`src/rtl/integ_seq_pkg.sv`:
```
package integ_seq_pkg;
  typedef enum logic [1:0] {
    MODE_CH1  = 2'd0,
    MODE_CH2  = 2'd1,
    MODE_RSV  = 2'd2,
    MODE_DIFF = 2'd3
  } mode_e;

  typedef struct packed {
    mode_e      mode;
    logic       ext;
    logic [1:0] res;
  } cfg_t;
endpackage

```
`src/rtl/integ_win_timer.sv`:
```
module integ_win_timer #(
  parameter int CNT_W = 16,
  parameter int SEL_W = 2,
  parameter int STEP  = 4
) (
  input  logic             clk_i,
  input  logic             rst_ni,
  input  logic             run_i,
  input  logic             ext_i,
  input  logic [SEL_W-1:0] res_sel_i,
  input  logic             sync_i,
  output logic             phase_end_o,
  output logic [CNT_W-1:0] len_o
);
  localparam logic [CNT_W-1:0] MAX = '1;
  localparam int N_SEL = 1 << SEL_W;

  logic [CNT_W-1:0] cnt_q;
  logic [CNT_W-1:0] lim;

  // terminal count per select; widths at or beyond CNT_W saturate
  always_comb begin
    lim = MAX;
    for (int k = 0; k < N_SEL; k++) begin
      if (res_sel_i == SEL_W'(k) && STEP * (k + 1) < CNT_W)
        lim = CNT_W'((64'd1 << (STEP * (k + 1))) - 64'd1);
    end
  end

  assign phase_end_o = run_i && (ext_i ? sync_i : (cnt_q == lim));
  assign len_o       = (cnt_q == MAX) ? MAX : cnt_q + CNT_W'(1);

  always_ff @(posedge clk_i or negedge rst_ni) begin
    if (!rst_ni)                   cnt_q <= '0;
    else if (!run_i || phase_end_o) cnt_q <= '0;
    else if (cnt_q != MAX)         cnt_q <= cnt_q + CNT_W'(1);
  end
endmodule

```
`src/rtl/integ_pulse_acc.sv`:
```
module integ_pulse_acc #(
  parameter int CNT_W = 16
) (
  input  logic             clk_i,
  input  logic             rst_ni,
  input  logic             run_i,
  input  logic             clr_i,
  input  logic             pulse_i,
  output logic [CNT_W-1:0] now_o
);
  localparam logic [CNT_W-1:0] MAX = '1;
  logic [CNT_W-1:0] cnt_q;

  // count including this cycle's pulse, saturating
  assign now_o = (run_i && pulse_i && cnt_q != MAX) ? cnt_q + CNT_W'(1) : cnt_q;

  always_ff @(posedge clk_i or negedge rst_ni) begin
    if (!rst_ni)              cnt_q <= '0;
    else if (!run_i || clr_i) cnt_q <= '0;
    else                      cnt_q <= now_o;
  end
endmodule

```
`src/rtl/integ_seq_ctrl.sv`:
```
module integ_seq_ctrl
  import integ_seq_pkg::*;
#(
  parameter int SEL_W = 2
) (
  input  logic             clk_i,
  input  logic             rst_ni,
  input  logic             enable_i,
  input  logic [1:0]       mode_i,
  input  logic             ext_i,
  input  logic [SEL_W-1:0] res_sel_i,
  input  logic             sync_i,
  input  logic             phase_end_i,
  output logic             run_o,
  output logic             chan_o,
  output cfg_t             cfg_o,
  output logic             store_ch1_o,
  output logic             final_o
);
  logic busy_q, chan_q;
  cfg_t cfg_q, cfg_in;
  logic start_ok, closing;

  always_comb begin
    cfg_in.mode = mode_e'(mode_i);
    cfg_in.ext  = ext_i;
    cfg_in.res  = res_sel_i;
  end

  assign start_ok    = enable_i && (mode_i != MODE_RSV) && (!ext_i || sync_i);
  assign closing     = busy_q && enable_i && phase_end_i;
  assign store_ch1_o = closing && (cfg_q.mode == MODE_DIFF) && !chan_q;
  assign final_o     = closing && !store_ch1_o;

  always_ff @(posedge clk_i or negedge rst_ni) begin
    if (!rst_ni) begin
      busy_q <= 1'b0;
      chan_q <= 1'b0;
      cfg_q  <= '{mode: MODE_CH1, ext: 1'b0, res: '0};
    end else if (!busy_q) begin
      if (start_ok) begin
        busy_q <= 1'b1;
        cfg_q  <= cfg_in;
        chan_q <= (mode_i == MODE_CH2);
      end
    end else if (!enable_i) begin
      busy_q <= 1'b0;
    end else if (store_ch1_o) begin
      chan_q <= 1'b1;
    end else if (final_o) begin
      if (start_ok) begin
        cfg_q  <= cfg_in;
        chan_q <= (mode_i == MODE_CH2);
      end else begin
        busy_q <= 1'b0;
      end
    end
  end

  assign run_o  = busy_q;
  assign chan_o = chan_q;
  assign cfg_o  = cfg_q;
endmodule

```
`src/rtl/integ_result_reg.sv`:
```
module integ_result_reg #(
  parameter int CNT_W = 16
) (
  input  logic             clk_i,
  input  logic             rst_ni,
  input  logic             store_ch1_i,
  input  logic             final_i,
  input  logic             diff_i,
  input  logic [CNT_W-1:0] acc_i,
  input  logic [CNT_W-1:0] len_i,
  output logic [CNT_W-1:0] result_o,
  output logic [CNT_W-1:0] timer_o,
  output logic             done_o
);
  logic [CNT_W-1:0] ch1_q, diff_val;

  assign diff_val = (acc_i > ch1_q) ? '0 : ch1_q - acc_i;

  always_ff @(posedge clk_i or negedge rst_ni) begin
    if (!rst_ni) begin
      ch1_q    <= '0;
      result_o <= '0;
      timer_o  <= '0;
      done_o   <= 1'b0;
    end else begin
      done_o <= final_i;
      if (store_ch1_i) ch1_q <= acc_i;
      if (final_i) begin
        result_o <= diff_i ? diff_val : acc_i;
        timer_o  <= len_i;
      end
    end
  end
endmodule

```
`src/rtl/integ_seq.sv`:
```
module integ_seq
  import integ_seq_pkg::*;
#(
  parameter int CNT_W = 16,
  parameter int SEL_W = 2,
  parameter int STEP  = 4
) (
  input  logic             clk_i,
  input  logic             rst_ni,
  input  logic             enable_i,
  input  logic [1:0]       mode_i,
  input  logic             ext_i,
  input  logic [SEL_W-1:0] res_sel_i,
  input  logic             sync_i,
  input  logic             pulse_i,
  output logic             chan_sel_o,
  output logic             integrating_o,
  output logic [CNT_W-1:0] result_o,
  output logic [CNT_W-1:0] timer_o,
  output logic             done_o
);
  logic             run, phase_end, store_ch1, final_s;
  cfg_t             cfg;
  logic [CNT_W-1:0] acc_now, len;

  integ_seq_ctrl #(.SEL_W(SEL_W)) u_ctrl (
    .clk_i, .rst_ni, .enable_i, .mode_i, .ext_i, .res_sel_i, .sync_i,
    .phase_end_i(phase_end), .run_o(run), .chan_o(chan_sel_o), .cfg_o(cfg),
    .store_ch1_o(store_ch1), .final_o(final_s)
  );

  integ_win_timer #(.CNT_W(CNT_W), .SEL_W(SEL_W), .STEP(STEP)) u_timer (
    .clk_i, .rst_ni, .run_i(run), .ext_i(cfg.ext),
    .res_sel_i(SEL_W'(cfg.res)), .sync_i,
    .phase_end_o(phase_end), .len_o(len)
  );

  integ_pulse_acc #(.CNT_W(CNT_W)) u_acc (
    .clk_i, .rst_ni, .run_i(run), .clr_i(phase_end), .pulse_i, .now_o(acc_now)
  );

  integ_result_reg #(.CNT_W(CNT_W)) u_res (
    .clk_i, .rst_ni, .store_ch1_i(store_ch1), .final_i(final_s),
    .diff_i(cfg.mode == MODE_DIFF), .acc_i(acc_now), .len_i(len),
    .result_o, .timer_o, .done_o
  );

  assign integrating_o = run;
endmodule

```
`config.mk`:
```
export PLATFORM = sky130hd
export DESIGN_NAME = integ_seq
export DESIGN_NICKNAME = d
export VERILOG_FILES = /design/src/rtl/integ_seq_pkg.sv /design/src/rtl/integ_win_timer.sv /design/src/rtl/integ_pulse_acc.sv /design/src/rtl/integ_seq_ctrl.sv /design/src/rtl/integ_result_reg.sv /design/src/rtl/integ_seq.sv
export SDC_FILE = /design/constraint.sdc
export NUM_CORES = 1
export LEC_CHECK = 0
export ABC_CLOCK_PERIOD_IN_PS = 7500
export BUFFER_PORTS_ARGS = -buffer_cell sky130_fd_sc_hd__buf_2
export CAP_MARGIN = 20
export CORE_AREA = 2 2 104 116
export DETAILED_ROUTE_END_ITERATION = 8
export DIE_AREA = 0 0 106 118
export PLACE_DENSITY_LB_ADDON = 0.1
export SYNTH_ARGS = -nofsm -noshare
export SYNTH_HDL_FRONTEND = slang
export SYNTH_SLANG_ARGS = --single-unit
export TNS_END_PERCENT = 20
```
`constraint.sdc`:
```
create_clock -name clk_i -period 7.5 [get_ports clk_i]
set_input_delay 0.75 -clock clk_i [delete_from_list [all_inputs] [get_ports clk_i]]
set_output_delay 0.75 -clock clk_i [all_outputs]
set_load 0.1 [all_outputs]
```
* Word-level counts from Yosys, hierarchy flattened *
Cells that the tools add are included.

word-level totals
  bits in registers = 88
  bits in latches = 0
  bits in writable memories = 0
  bits in read-only memories = 0
  input port bits = 10
  output and inout port bits = 35
  logic and storage cells = 74
  memories kept = 0

cells by class
  $add $sub $neg = 3
  $mul = 0
  div/mod/pow operators = 0
  magnitude comparators = 1
  equal/unequal tests = 13
  shift-type cells = 0
  multiplexer cells = 26
  bitwise gates (word level) = 0
  reductions and logical operators = 20

operators with widths
  kind                                            number
  two-way mux 16 bit                              10
  adder 16 x 1 -> 16 bit (second input constant)  2
  != test 16 bit (second input constant)          2
  two-way mux 5 bit                               5
  == test 16 bit                                  1
  == test 16 bit (second input constant)          1
  greater-than comparator 16 bit                  1
  subtractor 16 bit                               1
  two-way mux 1 bit                               11
  logical AND 1 bit                               10
  != test 2 bit (second input constant)           3
  == test 2 x 1 -> 1 bit (second input constant)  2
  == test 2 bit (second input constant)           2
  logical NOT 1 bit                               4
  != test 3 x 1 -> 1 bit (second input constant)  1
  AND reduction 3 bit                             1
  logical NOT 2 bit                               1
  logical OR 1 bit                                2
  != test 2 x 1 -> 1 bit (second input constant)  1
  AND reduction 2 bit                             1
  nonzero test 2 bit                              1

* Logic depth before layout (Yosys ltp) *
  depth in word-level cells = 16
  depth in mapped cells = 18
  gate-level depth less buffers = 17

* By module *
From an unflattened synthesis, not the netlist that was laid out.

unflattened totals
  cells, all modules = 552
  area, all modules = 5316.3 µm²

modules (own cells, without submodules)
  module            times used  cells an instance  area an instance (µm²)  sequential area each (µm²)
  integ_result_reg  1           287                2876.5                  1226.2
  integ_win_timer   1           109                1039.7                  400.4
  integ_pulse_acc   1           121                1029.7                  400.4
  integ_seq_ctrl    1           34                 364.1                   175.2
  integ_seq         1           1                  6.3                     0.0

* Worst setup path after synthesis *
OpenSTA, ideal clock, no wires.

  kind = register to register
  start point = register u_ctrl.busy_q, in the netlist u_ctrl.run_o
  end point = register u_res.result_o[14]
  setup time = 0.082 ns
  arrival time = 4.305 ns
  required time = 7.418 ns
  slack = 3.113 ns
  cell stages (with the launch flop) = 15
  buffers on the path = 0
  period minus slack after synthesis = 4.387 ns
  cell sequence = dfrtp_1 > nand2_1 > nor2_1 > mux2i_1 > inv_1 > fa_1 > nor2b_1 > nor4b_1 > o31ai_1 > a31o_2 > o211ai_1 > a221oi_2 > or3_2 > mux2_2 > a31oi_1

between the ends
  cells in the longest elaborated chain, start to end = 6
  elaborated cells on any way between the ends = 14
  those cells by class = 1 x add/sub; 1 x order compare; 3 x mux; 9 x reduce/logical

ends and longest elaborated chain
  element                                                                     line                    text
  start, declared                                                             integ_seq_ctrl.sv:20    logic busy_q, chan_q;
  start signal, assigned                                                      integ_seq_ctrl.sv:37    busy_q <= 1'b0;
  start signal, assigned                                                      integ_seq_ctrl.sv:42    busy_q <= 1'b1;
  start signal, assigned                                                      integ_seq_ctrl.sv:47    busy_q <= 1'b0;
  logical AND 1 bit * (2 in a row)                                            integ_pulse_acc.sv:15   assign now_o = (run_i && pulse_i && cnt_q != MAX) ? cnt_q + CNT_W'(1) : cnt_q;
  two-way mux 16 bit *                                                        integ_pulse_acc.sv:15
  net acc_now[1]                                                              integ_seq.sv:24         logic [CNT_W-1:0] acc_now, len;
  subtractor 16 bit / greater-than comparator 16 bit (equally long branches)  integ_result_reg.sv:17  assign diff_val = (acc_i > ch1_q) ? '0 : ch1_q - acc_i;
  two-way mux 16 bit *                                                        integ_result_reg.sv:17
  two-way mux 16 bit *                                                        integ_result_reg.sv:29  result_o <= diff_i ? diff_val : acc_i;
  end signal, assigned                                                        integ_result_reg.sv:29
  end, declared                                                               integ_result_reg.sv:11  output logic [CNT_W-1:0] result_o,

Mark *: on every way through the listed nets, which the timed path passes. The rest lies on a longest branch.
A chain may end at the register's enable or synchronous reset.

* Worst setup path in the final report *
  start point = register u_acc.cnt_q[0]
  end point = register u_res.result_o[14]

between the ends
  cells in the longest elaborated chain, start to end = 6
  elaborated cells on any way between the ends = 8
  those cells by class = 2 x add/sub; 1 x order compare; 1 x eq/ne; 3 x mux; 1 x reduce/logical

ends and longest elaborated chain
  element                                                                     line                    text
  start, declared                                                             integ_pulse_acc.sv:12   logic [CNT_W-1:0] cnt_q;
  start signal, assigned                                                      integ_pulse_acc.sv:20   else cnt_q <= now_o;
  branches (longest 2 deep; another with adder 16 x 1 -> 16 bit)              n/a
  two-way mux 16 bit *                                                        integ_pulse_acc.sv:15
  net acc_now[1]                                                              integ_seq.sv:24
  subtractor 16 bit / greater-than comparator 16 bit (equally long branches)  integ_result_reg.sv:17
  two-way mux 16 bit *                                                        integ_result_reg.sv:17
  two-way mux 16 bit *                                                        integ_result_reg.sv:29

Mark *: on every way through the listed nets, which the timed path passes.

==> results by group <==
Run status
  – Status: completed

Flow run
  – Max-cap violations: 0

Timing
  – RSZ-0062 raised after global routing: false
  – Worst slew pin tran: 0.992 ns
  – Clock skew: about 0.010 ns
  – Worst hold slack: ~0.32 ns
  – Setup total negative slack: 0 ns
  – Max Slew Vio Count: 0
  – Final hold viol count: 0
  – Worst Setup Slack, final: roughly 2.8 ns
  – Fmax: 214 MHz
  – Worst slew margin: between 30 and 40%
  – Final setup fails: 0
  – Period utilization: 62.4%
  – Post-layout min period: roughly 4.7 ns

Placement
  – Cell Area, Placed: between 5000 and 6000 sq um
  – Detail Placement HPWL: 8.77 mm
  – Post-Place Cells: ~730
  – Pre-CTS WS: between 2 and 3 ns
  – IO Port Bufs: 44
  – Routability cong.: ~0.87

Synth
  – Mapped Avg Cell Area: between 9 and 10 sq um
  – Ys async rst share: 100%
  – Synth area leader: dfrtp_1
  – Sequential area share after synthesis: between 40% and 50%
  – Yosys warns: 0
  – EDFF count, synth: 0
  – Count of different cell masters after synthesis: 71
  – Top cell type's share of synthesized area: 43.8%
  – Synth Cell Area: ~5000 sq um
  – Synth area leaders: dfrtp_1 44%, nor2_1 6.6%, o21ai_0 5.4%, nand2_1 4.0%, xnor2_1 4.0%
  – Cells after synthesis: approximately 560
  – Syn_nets: slightly below 600
  – Yosys reg bits: 88
  – Top_reg_cell synth: dfrtp_1

Clock tree
  – CTS tree: built
  – Hold_buf cts: 0
  – H-Tree Depth: 3
  – Post-CTS sizing: 0
  – Clk buf depth: 2
  – Total CTS buffers: 9
  – Postcts setup bufs: 0
  – CTS Sinks: 88
  – Clk_lat worst skew: approximately 0.36 ns
  – Clock slew at reported path FFs: about 0.070 ns
  – Clk root buf: clkbuf_16

Detailed routing
  – Vias post-DR: between 4k and 5k
  – DR vias/cell: between 5 and 6
  – Post-Route WL: about 12 mm
  – Post-DRT Antenna Nets: 0
  – WL per Instance: approximately 16 microns
  – Iteration-0 DRC Markers: 209
  – Drt drc: 0
  – First-pass DRT Iterations: 4

Worst setup path
  – Critical-path maximum fanout: 8
  – Critical path endpoint category: flop
  – WP data required: between 7 and 8 ns
  – Crit path launch type: flop
  – Critical path arrival: slightly below 5 ns
  – Critical path class: reg -> reg

Finish
  – Antenna diodes: 0
  – Fin util: ~51%
  – Non-Filler Instances: 750
  – Nets: approximately 620
  – Most frequent cells in the layout: 88 x nor2_1, 88 x dfrtp_1, 54 x nand2_1, 54 x o21ai_0, 43 x buf_2
  – Syn-to-layout area delta: 14.0%
  – Layout cells sized above 1: roughly 15%
  – Fin area: 5730 sq um

Floorplanning
  – Initial Util: 44.3%
  – FP Rows: 41
  – Die width: around 110 microns
  – Core ar.: ~11000 sq um
  – Ports: 45
  – Die area: ~13000 sq um
  – Die height: 118 microns

Pwr
  – Maximum VDD drop: around 0.23 mV
  – Pleak: between 2 and 3 nW
  – Switching part of the total: a little under half
  – Gate power share: 41.6%
  – Pwr Total: 1.93 mW
  – Sw power: ~0.89 mW
  – Pwr dens: approximately 340 nW/um^2
  – Cell Int Power: about 1.0 mW
  – Power share of the clock group: between 20% and 30%
  – Reg power frac: 32.0%

Global route
  – Global route hottest layer: met2
  – Vias in the first global route: 4149
  – Initial antenna violation count: 0
  – GRT met1 Usage: between 20% and 30%
  – GR Util met2: 34.9%
  – M3 GR Usage: 3.38%
  – First-pass GRT wire length: 20.8 mm
  – Largest net degree at the start of global routing: 58
  – Gr usage total: between 20% and 30%
  – Gr ovfl total: 0

Worst hold path
  – Hold Crit Class: in -> async
==> Yosys cell counts (12+ instances only) <==
| cell | number |
|---|---|
| inv_1 | 17 |
| a21oi_1 | 25 |
| nand2_1 | 54 |
| nor2_1 | 88 |
| ha_1 | 13 |
| nand3_1 | 21 |
| and3_1 | 12 |
| clkbuf_1 | 18 |
| o21ai_0 | 54 |
| xor2_1 | 13 |
| dfrtp_1 | 88 |
| xnor2_1 | 23 |
==> per-layer routing <==
layer | vias up | part of all wire (%)
met3 | 18 | 3.1
met5 | - | 0
li1 | 2052 | -
met4 | 0 | 2.6
met2 | 76 | 49
met1 | 2023 | 45
==> area by class of cell <==
| cell class | instances | area (sq um) |
|---|---|---|
| fillers | 1081 | 5610 |
| multi-input cells | 430 | 2680 |
| flip-flops and latches | 88 | 2200 |
| clock buffers | 12 | 267 |
| repair buffers | 49 | 260 |
| well taps | 150 | 188 |
| clock inverters | 4 | 75.1 |
| inverters | 17 | 63.8 |
==> worst max-delay path: stages, from the launching register on <==
cell and delay (ns):
dfrtp_1 0.40, ha_1 0.21, nand3_2 0.16, nor4_4 0.48, nor2_1 0.14, mux2i_1 0.27, inv_1 0.16, fa_1 0.48
nor2b_1 0.18, nor4b_1 0.39, o31ai_1 0.14, a31o_2 0.29, o211ai_1 0.25, a221oi_2 0.12, or3_2 0.50, mux2_2 0.28
a31oi_1 0.15
==> kinds of logic after synthesis <==
logic type	Yosys count	share of synthesized area, %
flops	88	43.8
mux	8	1.69
simple gates	235	23.2
compound gates	132	16.9
buf+inv	39	3.06
fa+ha+maj	17	4.23
xor+xnor	38	7.05
==> final timing paths <==
check	cells past startpoint	slack (ns)	from	to
worst max-delay path	16	2.82	u_acc.cnt_q[0]	u_res.result_o[14]
worst min-delay path	1	0.32	rst_ni	u_acc.cnt_q[2]
worst max register to register	16	2.82	u_acc.cnt_q[0]	u_res.result_o[14]
worst min register to register	2	0.47	u_res.timer_o[1]	u_res.timer_o[1]
max in group asynchronous	2	6.10	rst_ni	u_res.ch1_q[15]
min in group clk_i	2	0.47	u_res.timer_o[1]	u_res.timer_o[1]
==> sequential cells by signal, summed over array words and instances (netlist names) <==
register / cells
u_res.result_o: 16
u_ctrl.cfg_o: 5
u_acc.cnt_q: 16
u_res.done_o: 1
u_res.ch1_q: 16
u_ctrl.chan_o: 1
u_res.timer_o: 16
u_ctrl.run_o: 1
u_timer.cnt_q: 16
==> power groups by stage <==
stage / clock network, mW / registers (mW) / logic (mW)
final: 0.511 / 0.617 / 0.803
after global routing: 0.540 / 0.630 / 0.858
after CTS: 0.523 / 0.617 / 0.809
after detailed placement: 0 / 0.626 / 0.807
after global placement: 0 / 0.624 / 0.798
after floorplan: 0 / 1.00 / 0.271
No activity file was read; power rests on OpenSTA's default activity.
